`config.mk`:
```
export PLATFORM = sky130hd
export DESIGN_NAME = gf_table_gen
export DESIGN_NICKNAME = d
export VERILOG_FILES = /design/src/rtl/gf_tab_pkg.sv /design/src/rtl/gf_tap_sel.sv /design/src/rtl/gf_seq_ctrl.sv /design/src/rtl/gf_lfsr_core.sv /design/src/rtl/gf_table_gen.sv
export SDC_FILE = /design/constraint.sdc
export NUM_CORES = 1
export LEC_CHECK = 0
export BUFFER_PORTS_ARGS = -buffer_cell sky130_fd_sc_hd__buf_2
export CORE_MARGIN = 2
export CORE_UTILIZATION = 43
export DETAILED_ROUTE_END_ITERATION = 10
export HOLD_SLACK_MARGIN = 0.1
export PLACE_DENSITY = 0.68
export SKIP_CTS_REPAIR_TIMING = 1
export SLEW_MARGIN = 25
export SYNTH_ARGS = -nofsm -noshare
export SYNTH_HDL_FRONTEND = slang
export SYNTH_SLANG_ARGS = --single-unit
```
`constraint.sdc`:
```
create_clock -name clk -period 6 [get_ports clk]
set_clock_uncertainty 0.15 [all_clocks]
set_input_delay 0.3 -clock clk [delete_from_list [all_inputs] [get_ports clk]]
set_output_delay 0.3 -clock clk [all_outputs]
set_load 0.05 [all_outputs]
```
`src/rtl/gf_tab_pkg.sv`:
```
package gf_tab_pkg;
  localparam int MAX_DEG = 14;
  localparam int MIN_DEG = 3;
  localparam int WORD_W  = 16;
  localparam int DEG_W   = $clog2(MAX_DEG + 2);
  localparam int ADDR_W  = MAX_DEG;

  typedef enum logic [1:0] {
    ST_IDLE = 2'd0,
    ST_ZERO = 2'd1,
    ST_RUN  = 2'd2,
    ST_END  = 2'd3
  } gen_state_e;

  // Packed coefficients of the primitive polynomial (bit j = x^j, x^m dropped)
  function automatic logic [WORD_W-1:0] poly_word(input logic [DEG_W-1:0] m);
    case (m)
      4'd3, 4'd4, 4'd6: poly_word = 16'h0003;
      4'd5, 4'd11:      poly_word = 16'h0005;
      4'd7, 4'd10:      poly_word = 16'h0009;
      4'd8:             poly_word = 16'h001D;
      4'd9:             poly_word = 16'h0011;
      4'd12:            poly_word = 16'h0053;
      4'd13:            poly_word = 16'h001B;
      4'd14:            poly_word = 16'h0443;
      default:          poly_word = '0;
    endcase
  endfunction
endpackage

```
`src/rtl/gf_tap_sel.sv`:
```
module gf_tap_sel
  import gf_tab_pkg::*;
#(
  parameter int DW = DEG_W,
  parameter int WW = WORD_W,
  parameter int MAXD = MAX_DEG,
  parameter int MIND = MIN_DEG
) (
  input  logic [DW-1:0] deg_in,
  output logic [WW-1:0] taps,
  output logic          deg_ok
);
  logic [WORD_W-1:0] raw;

  always_comb begin
    raw    = poly_word(DEG_W'(deg_in));
    deg_ok = (raw != '0) && (int'(deg_in) >= MIND) && (int'(deg_in) <= MAXD);
    taps   = deg_ok ? WW'(raw) : '0;
  end

  always_comb begin
    if (deg_ok) assert (taps[0] == 1'b1 && (taps >> deg_in) == '0)
      else $error("p_taps_shape_r2: tap word malformed");
  end
endmodule

```
`src/rtl/gf_seq_ctrl.sv`:
```
module gf_seq_ctrl
  import gf_tab_pkg::*;
#(
  parameter int DW = DEG_W,
  parameter int AW = ADDR_W,
  parameter int MAXD = MAX_DEG
) (
  input  logic           clk,
  input  logic           rst_n,
  input  logic           start,
  input  logic [DW-1:0]  deg_in,
  input  logic           deg_ok,
  output gen_state_e     state,
  output logic [AW-1:0]  idx,
  output logic [AW-1:0]  n_top,
  output logic           launch,
  output logic           step,
  output logic           busy,
  output logic           done,
  output logic           err
);
  localparam logic [AW-1:0] ALL_ONES = '1;

  logic accept;

  assign busy   = (state == ST_ZERO) || (state == ST_RUN);
  assign accept = start && !busy;
  assign launch = accept && deg_ok;
  assign step   = (state == ST_RUN);
  assign done   = (state == ST_END);

  always_ff @(posedge clk) begin
    if (!rst_n) begin
      state <= ST_IDLE;
      idx   <= '0;
      n_top <= '0;
      err   <= 1'b0;
    end else begin
      if (accept) begin
        if (deg_ok) begin
          state <= ST_ZERO;
          n_top <= ALL_ONES >> (MAXD - int'(deg_in));
          err   <= 1'b0;
        end else begin
          state <= ST_IDLE;
          err   <= 1'b1;
        end
        idx <= '0;
      end else begin
        case (state)
          ST_ZERO: state <= ST_RUN;
          ST_RUN: begin
            if (idx == n_top) state <= ST_END;
            else              idx   <= idx + 1'b1;
          end
          default: ;
        endcase
      end
    end
  end

  p_idx_step_r4: assert property (@(posedge clk) disable iff (!rst_n)
    (state == ST_RUN && $past(state) == ST_RUN) |-> idx == $past(idx) + 1'b1);
  p_flags_excl_r7: assert property (@(posedge clk) disable iff (!rst_n)
    !(done && err));
  p_start_ignored_r8: assert property (@(posedge clk) disable iff (!rst_n)
    (state == ST_RUN && idx != n_top && start) |=> state == ST_RUN);
  p_run_from_zero_r3: assert property (@(posedge clk) disable iff (!rst_n)
    (state == ST_ZERO) |=> (state == ST_RUN && idx == '0));
endmodule

```
`src/rtl/gf_lfsr_core.sv`:
```
module gf_lfsr_core
  import gf_tab_pkg::*;
#(
  parameter int DW = DEG_W,
  parameter int WW = WORD_W
) (
  input  logic          clk,
  input  logic          rst_n,
  input  logic          load,
  input  logic          step,
  input  logic [DW-1:0] deg_in,
  input  logic [WW-1:0] taps_in,
  output logic [WW-1:0] cur
);
  localparam logic [WW-1:0] ONE = WW'(1);

  logic [WW-1:0] taps_q;
  logic [WW-1:0] msb_q;
  logic [WW-1:0] nxt;

  always_comb begin
    if ((cur & msb_q) != '0) nxt = taps_q ^ ((cur & ~msb_q) << 1);
    else                     nxt = cur << 1;
  end

  always_ff @(posedge clk) begin
    if (!rst_n) begin
      cur    <= ONE;
      taps_q <= '0;
      msb_q  <= '0;
    end else if (load) begin
      cur    <= ONE;
      taps_q <= taps_in;
      msb_q  <= ONE << (deg_in - DW'(1));
    end else if (step) begin
      cur <= nxt;
    end
  end

  p_never_zero_r9: assert property (@(posedge clk) disable iff (!rst_n)
    cur != '0);
  p_load_one_r4: assert property (@(posedge clk) disable iff (!rst_n)
    load |=> cur == ONE);
  p_in_field_r5: assert property (@(posedge clk) disable iff (!rst_n)
    step |=> (cur & ~((msb_q << 1) - ONE)) == '0);
endmodule

```
`src/rtl/gf_table_gen.sv`:
```
module gf_table_gen
  import gf_tab_pkg::*;
(
  input  logic              clk,
  input  logic              rst_n,
  input  logic              start,
  input  logic [DEG_W-1:0]  deg,
  output logic              alog_we,
  output logic [ADDR_W-1:0] alog_addr,
  output logic [WORD_W-1:0] alog_data,
  output logic              log_we,
  output logic [ADDR_W-1:0] log_addr,
  output logic [WORD_W-1:0] log_data,
  output logic              busy,
  output logic              done,
  output logic              err
);
  logic [WORD_W-1:0] taps;
  logic              deg_ok;
  gen_state_e        state;
  logic [ADDR_W-1:0] idx;
  logic [ADDR_W-1:0] n_top;
  logic              launch;
  logic              step;
  logic [WORD_W-1:0] cur;

  gf_tap_sel u_tap (
    .deg_in (deg),
    .taps   (taps),
    .deg_ok (deg_ok)
  );

  gf_seq_ctrl u_ctrl (
    .clk    (clk),
    .rst_n  (rst_n),
    .start  (start),
    .deg_in (deg),
    .deg_ok (deg_ok),
    .state  (state),
    .idx    (idx),
    .n_top  (n_top),
    .launch (launch),
    .step   (step),
    .busy   (busy),
    .done   (done),
    .err    (err)
  );

  gf_lfsr_core u_lfsr (
    .clk     (clk),
    .rst_n   (rst_n),
    .load    (launch),
    .step    (step),
    .deg_in  (deg),
    .taps_in (taps),
    .cur     (cur)
  );

  always_comb begin
    alog_we   = (state == ST_RUN);
    alog_addr = idx;
    alog_data = cur;
    log_we    = (state == ST_RUN) || (state == ST_ZERO);
    if (state == ST_ZERO) begin
      log_addr = '0;
      log_data = '1;
    end else begin
      log_addr = cur[ADDR_W-1:0];
      log_data = (idx == n_top) ? '0 : WORD_W'(idx);
    end
  end

  p_no_write_on_err_r2: assert property (@(posedge clk) disable iff (!rst_n)
    err |-> (!alog_we && !log_we));
  p_log_tracks_alog_r6: assert property (@(posedge clk) disable iff (!rst_n)
    alog_we |-> (log_we && WORD_W'(log_addr) == alog_data));
  p_done_quiet_r7: assert property (@(posedge clk) disable iff (!rst_n)
    done |-> (!alog_we && !log_we && !busy));
endmodule

```
==> impl_metrics.tcl, run 1 <==
set metrics [dict create \
    layout_setup_ws_ns 3.074 \
    setup_viol 0 \
    synth_edf_count 0 \
    p_switching_w 0.0004593 \
    layout.cells.most_common "buf_2" \
    finalInstanceArea_um2 4442 \
    power_frac_seq_pct 39.9 \
    post-route-period-util_pct 48.77 \
    multi_input_area_um2 2263 \
    power_density_nw_per_um2 286.5 \
    fin_nets 551 \
    ir_worst_vdd_mv 0.1405 \
    ys_ff_latch 70 \
    layout_common_cells "buf_2, dfxtp_1, nand2_1" \
    initial_core_util_pct 44.69 \
    pwr-share-comb_pct 27.1 \
    insertion_delay_ns 0.35 \
    ant_nets 0 \
    tritoncts "yes" \
    async_flop_share_pct 0 \
    clk_pin_slew_ns 0.07 \
    r2r_setup_slack_ns 3.27 \
    ys_types 50 \
    reg2reg_from "u_ctrl.state[0]" \
    place_area_um2 4224 \
    worst-endpoint-required_ns 5.55 \
    num-fill-cells 884 \
    synth_fp_nets 508 \
    fin_crit_ns 2.926 \
    p_clk_share_pct 33.1 \
    cts_root_buffer "clkbuf_8" \
    holdCritStartpoint "deg[1]" \
    antenna_found_initial 0 \
    power.total_w 0.001273 \
    drt-initial-drc-count 281 \
    critPathMaxFanout 15 \
    final-max-slew-violation-count 0 \
    htreeDepth 3 \
    grt_pass1_wl_um 16670 \
    cts_sinks 70 \
    worst_pin_slew_ns 0.9630 \
    power.internal_w 0.0008134 \
    grt_pass1_vias 3254 \
    grt_max_degree 47 \
    avgSynthCellArea_um2 8.080 \
    yosysWarnings 0 \
    syn-instance-count 487 \
    via_per_inst 5.863 \
    die_y_um 99.66 \
    io_buffers 71 \
    seq_area_frac_synth_pct 35.61 \
    worstSetupEndpointType "primary output" \
    grt_setup_unrepaired "false" \
    pre_cts_ws_ns 3.230 \
    cts_made_buffers 9 \
    dp_hpwl_um 7117 \
    outcome "finished, final reports clean" \
    seqCellArea_um2 1401 \
    syn_area_um2 3935 \
    synth_flop_cell "dfxtp_1" \
    reg2reg_to "u_lfsr.msb_q[3]" \
    dieArea_um2 9932 \
    power_switching_share_pct 36.09 \
    final_hold_viol_count 0 \
    drive_gt1_share_pct 17.76 \
    p_leak_nw 1.955 \
    setup-tns-final_ns 0 \
    hold_depth 2 \
    drc_errors 0 \
    drv_cap 0 \
    wire_per_inst_um 15.77 \
    slew_headroom_pct 35.80 \
    coreArea_um2 8806 \
    slowest_stage "dfxtp_1" \
    crit_arrival_ns 2.48 \
    worstPathCellList "xor2_1, nor4_1, nand4_1, a21o_1, buf_2" \
    fmax_mhz 341.7 \
    via_count 3770 \
    antenna_cells 0 \
    dr.pass1.iters 4 \
    layout-area-overhead-vs-synth_pct 12.88 \
    totalWireLength_um 10140 \
    gr-total-overflow 0 \
    path_class "reg -> out" \
    row_count 34 \
    globalRouteTotalUtil_pct 20.79 \
    place_congestion 0.8406 \
    cpPeakStageDelay_ns 0.55 \
    dieWidth_um 99.66 \
    cp-start-kind "flip-flop" \
    io_pins 72 \
    clockBufferDepth 2 \
    min_to "u_lfsr.taps_q[4]" \
    r2r_cells 7 \
    min_path_type "in -> reg" \
]
## cells in the mapped netlist (5+ instances only)
master	count	area [µm²]
or3_1	7	43.79
and3_1	9	56.30
a31oi_1	5	31.28
clkbuf_1	20	75.07
nand4_1	7	43.79
dfxtp_1	70	1401
a21oi_1	34	170.2
xor2_1	14	122.6
nor4_1	10	62.56
a211oi_1	7	52.55
buf_4	7	52.55
nor2_1	19	71.32
nand2_1	52	195.2
a21o_1	23	172.7
nor2b_1	15	93.84
o41ai_1	7	61.31
o31ai_1	16	120.1
or4_1	6	45.04
inv_1	17	63.81
ha_1	14	175.2
o21ai_0	22	110.1
nand3_1	45	225.2
buf_2	8	40.04
## through the flow
| stage | hold WS (ns) | utilization (%) | instances |
|---|---|---|---|
| final | 0.1555 | 50.44 | 643 |
| after global routing | 0.1655 | 50.44 | 643 |
| after CTS | 0.1337 | 50.41 | 643 |
| after detailed placement | 0.3099 | 47.97 | 627 |
| after global placement | 0.3057 | 47.97 | 627 |
| after floorplan | 0.2528 | - | 487 |
## cell type report
| class | count | share of cell area [%] |
|---|---|---|
| clock buffers | 12 | 3.268 |
| clock inverters | 4 | 1.577 |
| inverters | 17 | 1.437 |
| multi-input cells | 360 | 50.96 |
| flip-flops and latches | 70 | 31.55 |
| well taps | 108 | 3.042 |
| repair buffers | 72 | 8.169 |
## kinds of logic (layout without fill, tap and decap cells)
kind of cell | count (synthesis) | after routing | share of synthesized area [%]
xor gates and xnor gates | 17 | 17 | 3.784
and+or+nand+nor | 184 | 184 | 23.75
AOI/OAI and AO/OA | 142 | 142 | 24.32
DFF | 70 | 70 | 35.61
adders and majority gates | 14 | 14 | 4.452
buffers and inverters | 57 | 105 | 7.154
muxes | 3 | 3 | 0.9220
## how the worst max path moves through the flow
stage	from	end	slack, ns	cells after the start
floorplan	u_ctrl.idx[2]	log_data[10]	3.44	6
global placement	deg[0]	u_lfsr.msb_q[3]	3.29	8
detailed placement	deg[0]	u_lfsr.msb_q[3]	3.23	8
CTS	u_ctrl.idx[2]	log_data[7]	3.06	5
global route	u_ctrl.idx[2]	log_data[1]	2.89	5
finish	u_ctrl.idx[2]	log_data[9]	3.07	5
## sequential cells by signal (all words and copies together) (netlist names)
| register | cells |
|---|---|
| u_ctrl.n_top | 14 |
| u_ctrl.err | 1 |
| u_ctrl.idx | 14 |
| u_lfsr.msb_q | 16 |
| u_ctrl.state | 2 |
| u_lfsr.cur | 16 |
| u_lfsr.taps_q | 7 |
## worst max-delay path, delay by kind of cell, from the launching register on
| kind | cells | cell delay (ns) |
|---|---|---|
| AO/OA/AOI/OAI | 1 | 0.34 |
| AND/OR/NAND/NOR | 2 | 0.91 |
| XOR/XNOR | 1 | 0.12 |
| buffers and inverters | 1 | 0.21 |
| flip-flops | 1 | 0.55 |
## per-layer routing
layer / vias to the layer above / wire, µm / GRT usage, %
met4: 0 / 137 / 7.060
met1: 1796 / 4837 / 30.66
met5: - / 0 / 0
li1: 1851 / - / -
met2: 111 / 4615 / 31.13
met3: 12 / 550 / 2.811
## power groups by stage
stage / clock network [W] / registers, W / logic (W)
2_1_floorplan: 0 / 0.000527 / 0.000282
4_1_cts: 0.000426 / 0.000507 / 0.000345
3_5_place_dp: 0 / 0.000518 / 0.000344
3_3_place_gp: 0 / 0.000517 / 0.000337
5_1_grt: 0.000443 / 0.000510 / 0.000372
6_report: 0.000421 / 0.000507 / 0.000345
No activity file was read; power rests on OpenSTA's default activity.
==> inputs of run 2 (changes only) <==
==> constraint.sdc (replaced) <==
create_clock -name clk -period 2.82 [get_ports clk]
set_clock_uncertainty 0.15 [all_clocks]
set_input_delay 0.141 -clock clk [delete_from_list [all_inputs] [get_ports clk]]
set_output_delay 0.141 -clock clk [all_outputs]
set_load 0.05 [all_outputs]
==> impl_metrics.tcl, run 2 (synthesis gave the netlist of run 1 again) <==
set metrics [dict create \
    outcome "finished, final reports clean" \
    slowest_stage "dlygate4sd3_1" \
    worst_pin_slew_ns 0.6415 \
    dieWidth_um 99.66 \
    layout_setup_ws_ns 0.1740 \
    gr-total-overflow 0 \
    clk_pin_slew_ns 0.07 \
    coreArea_um2 8806 \
    cts_made_buffers 9 \
    dieArea_um2 9932 \
    p_clk_share_pct 30.2 \
    worst-endpoint-required_ns 2.94 \
    wire_per_inst_um 15.61 \
    io_buffers 71 \
    clockBufferDepth 2 \
    dp_hpwl_um 7260 \
    row_count 34 \
    setup.worst_path.start "deg[1]" \
    setup-tns-final_ns 0 \
    htreeDepth 3 \
    final_hold_viol_count 0 \
    power.internal_w 0.001655 \
    antenna_cells 0 \
    critPathMaxFanout 12 \
    drt-initial-drc-count 186 \
    p_leak_nw 2.004 \
    drive_gt1_share_pct 19.01 \
    path_class "in -> reg" \
    layout.cells.most_common "buf_2" \
    grt_pass1_vias 3351 \
    p_switching_w 0.0009766 \
    seqCellArea_um2 1401 \
    grt_pass1_wl_um 16480 \
    r2r_setup_slack_ns 0.36 \
    slew_headroom_pct 57.19 \
    antenna_found_initial 0 \
    grt_setup_unrepaired "false" \
    reg2reg_from "u_ctrl.state[0]" \
    reg2reg_to "u_ctrl.n_top[9]" \
    io_pins 72 \
    dr.pass1.iters 5 \
    pre_cts_ws_ns 0.3389 \
    ant_nets 0 \
    worstSetupEndpointType "flip-flop" \
    cp-start-kind "input pin" \
    fin_crit_ns 2.646 \
    totalWireLength_um 10220 \
    worstPathCellList "dlygate4sd3_1, buf_2, inv_1, ha_1, nor3b_1, a211o_1, o31ai_4, nand2_1, buf_4, a21oi_1" \
    largest_registers "u_lfsr.cur x16, u_lfsr.msb_q x16" \
    min_path_type "in -> reg" \
    crit_arrival_ns 2.77 \
    multi_input_area_um2 2261 \
    r2r_cells 7 \
    cpPeakStageDelay_ns 0.51 \
    insertion_delay_ns 0.34 \
    power_density_nw_per_um2 582.4 \
    place_congestion 0.7663 \
    final-max-slew-violation-count 0 \
    grt_max_degree 47 \
    layout-area-overhead-vs-synth_pct 14.82 \
    utilization_pct 51.31 \
    cp-endpoint "u_lfsr.cur[14]" \
    post-route-period-util_pct 93.83 \
    ir_worst_vdd_mv 0.2320 \
    cts_sinks 70 \
    pwr-share-comb_pct 28.8 \
    layout_common_cells "buf_2, dfxtp_1, nand2_1" \
    tritoncts "yes" \
    cts_root_buffer "clkbuf_8" \
    globalRouteTotalUtil_pct 20.70 \
    num-fill-cells 880 \
    initial_core_util_pct 44.69 \
    setup_viol 0 \
    power_frac_seq_pct 41.0 \
    drc_errors 0 \
    via_per_inst 5.788 \
    die_y_um 99.66 \
    fmax_mhz 377.9 \
    hold_ws_ns 0.1442 \
    drv_cap 0 \
    power_switching_share_pct 37.11 \
    fin_nets 564 \
    via_count 3791 \
]
run 2: power groups by stage:
stage | Sequential [W] | Clock [W] | Combinational (W)
finish | 0.00108 | 0.000796 | 0.000758
global route | 0.00108 | 0.000848 | 0.000818
CTS | 0.00108 | 0.000806 | 0.000756
detailed placement | 0.00110 | 0 | 0.000753
global placement | 0.00110 | 0 | 0.000742
floorplan | 0.00112 | 0 | 0.000599
run 2: per-layer routing:
metal | vias to the layer above | wire (µm) | track usage, %
met5 | - | 0 | 0
met4 | 0 | 150 | 7.587
met3 | 12 | 456 | 2.811
met2 | 111 | 4558 | 31.34
met1 | 1794 | 5058 | 30.00
li1 | 1874 | - | -
run 2: how the worst min path moves through the flow:
stage | start | end | cells past startpoint
2_1_floorplan | deg[1] | u_lfsr.taps_q[4] | 1
3_3_place_gp | u_lfsr.taps_q[0] | u_lfsr.taps_q[0] | 2
3_5_place_dp | u_lfsr.msb_q[15] | u_lfsr.msb_q[15] | 2
4_1_cts | deg[1] | u_lfsr.taps_q[4] | 2
5_1_grt | start | u_ctrl.err | 4
6_report | deg[0] | u_ctrl.n_top[13] | 4
run 2: critical path, delay by kind of cell:
kind / cells / cell delay (ns)
buf+inv: 4 / 1.12
compound gates: 3 / 0.70
simple gates: 2 / 0.42
fa+ha+maj: 1 / 0.38
run 2: cell type report:
type / count / area share [%]
multi-input combinational: 360 / 50.04
timing repair buffer: 85 / 10.36
tap: 108 / 2.991
inverter: 17 / 1.412
clock inverter: 4 / 1.052
sequential: 70 / 31.02
clock buffer: 11 / 3.129
run 2: stage by stage:
| stage | total power (W) | cell area (µm²) | std cells |
|---|---|---|---|
| floorplan | 0.001720 | 3935 | 487 |
| global placement | 0.001840 | 4299 | 637 |
| detailed placement | 0.001853 | 4299 | 637 |
| CTS | 0.002638 | 4488 | 652 |
| global route | 0.002749 | 4518 | 655 |
| finish | 0.002631 | 4518 | 655 |
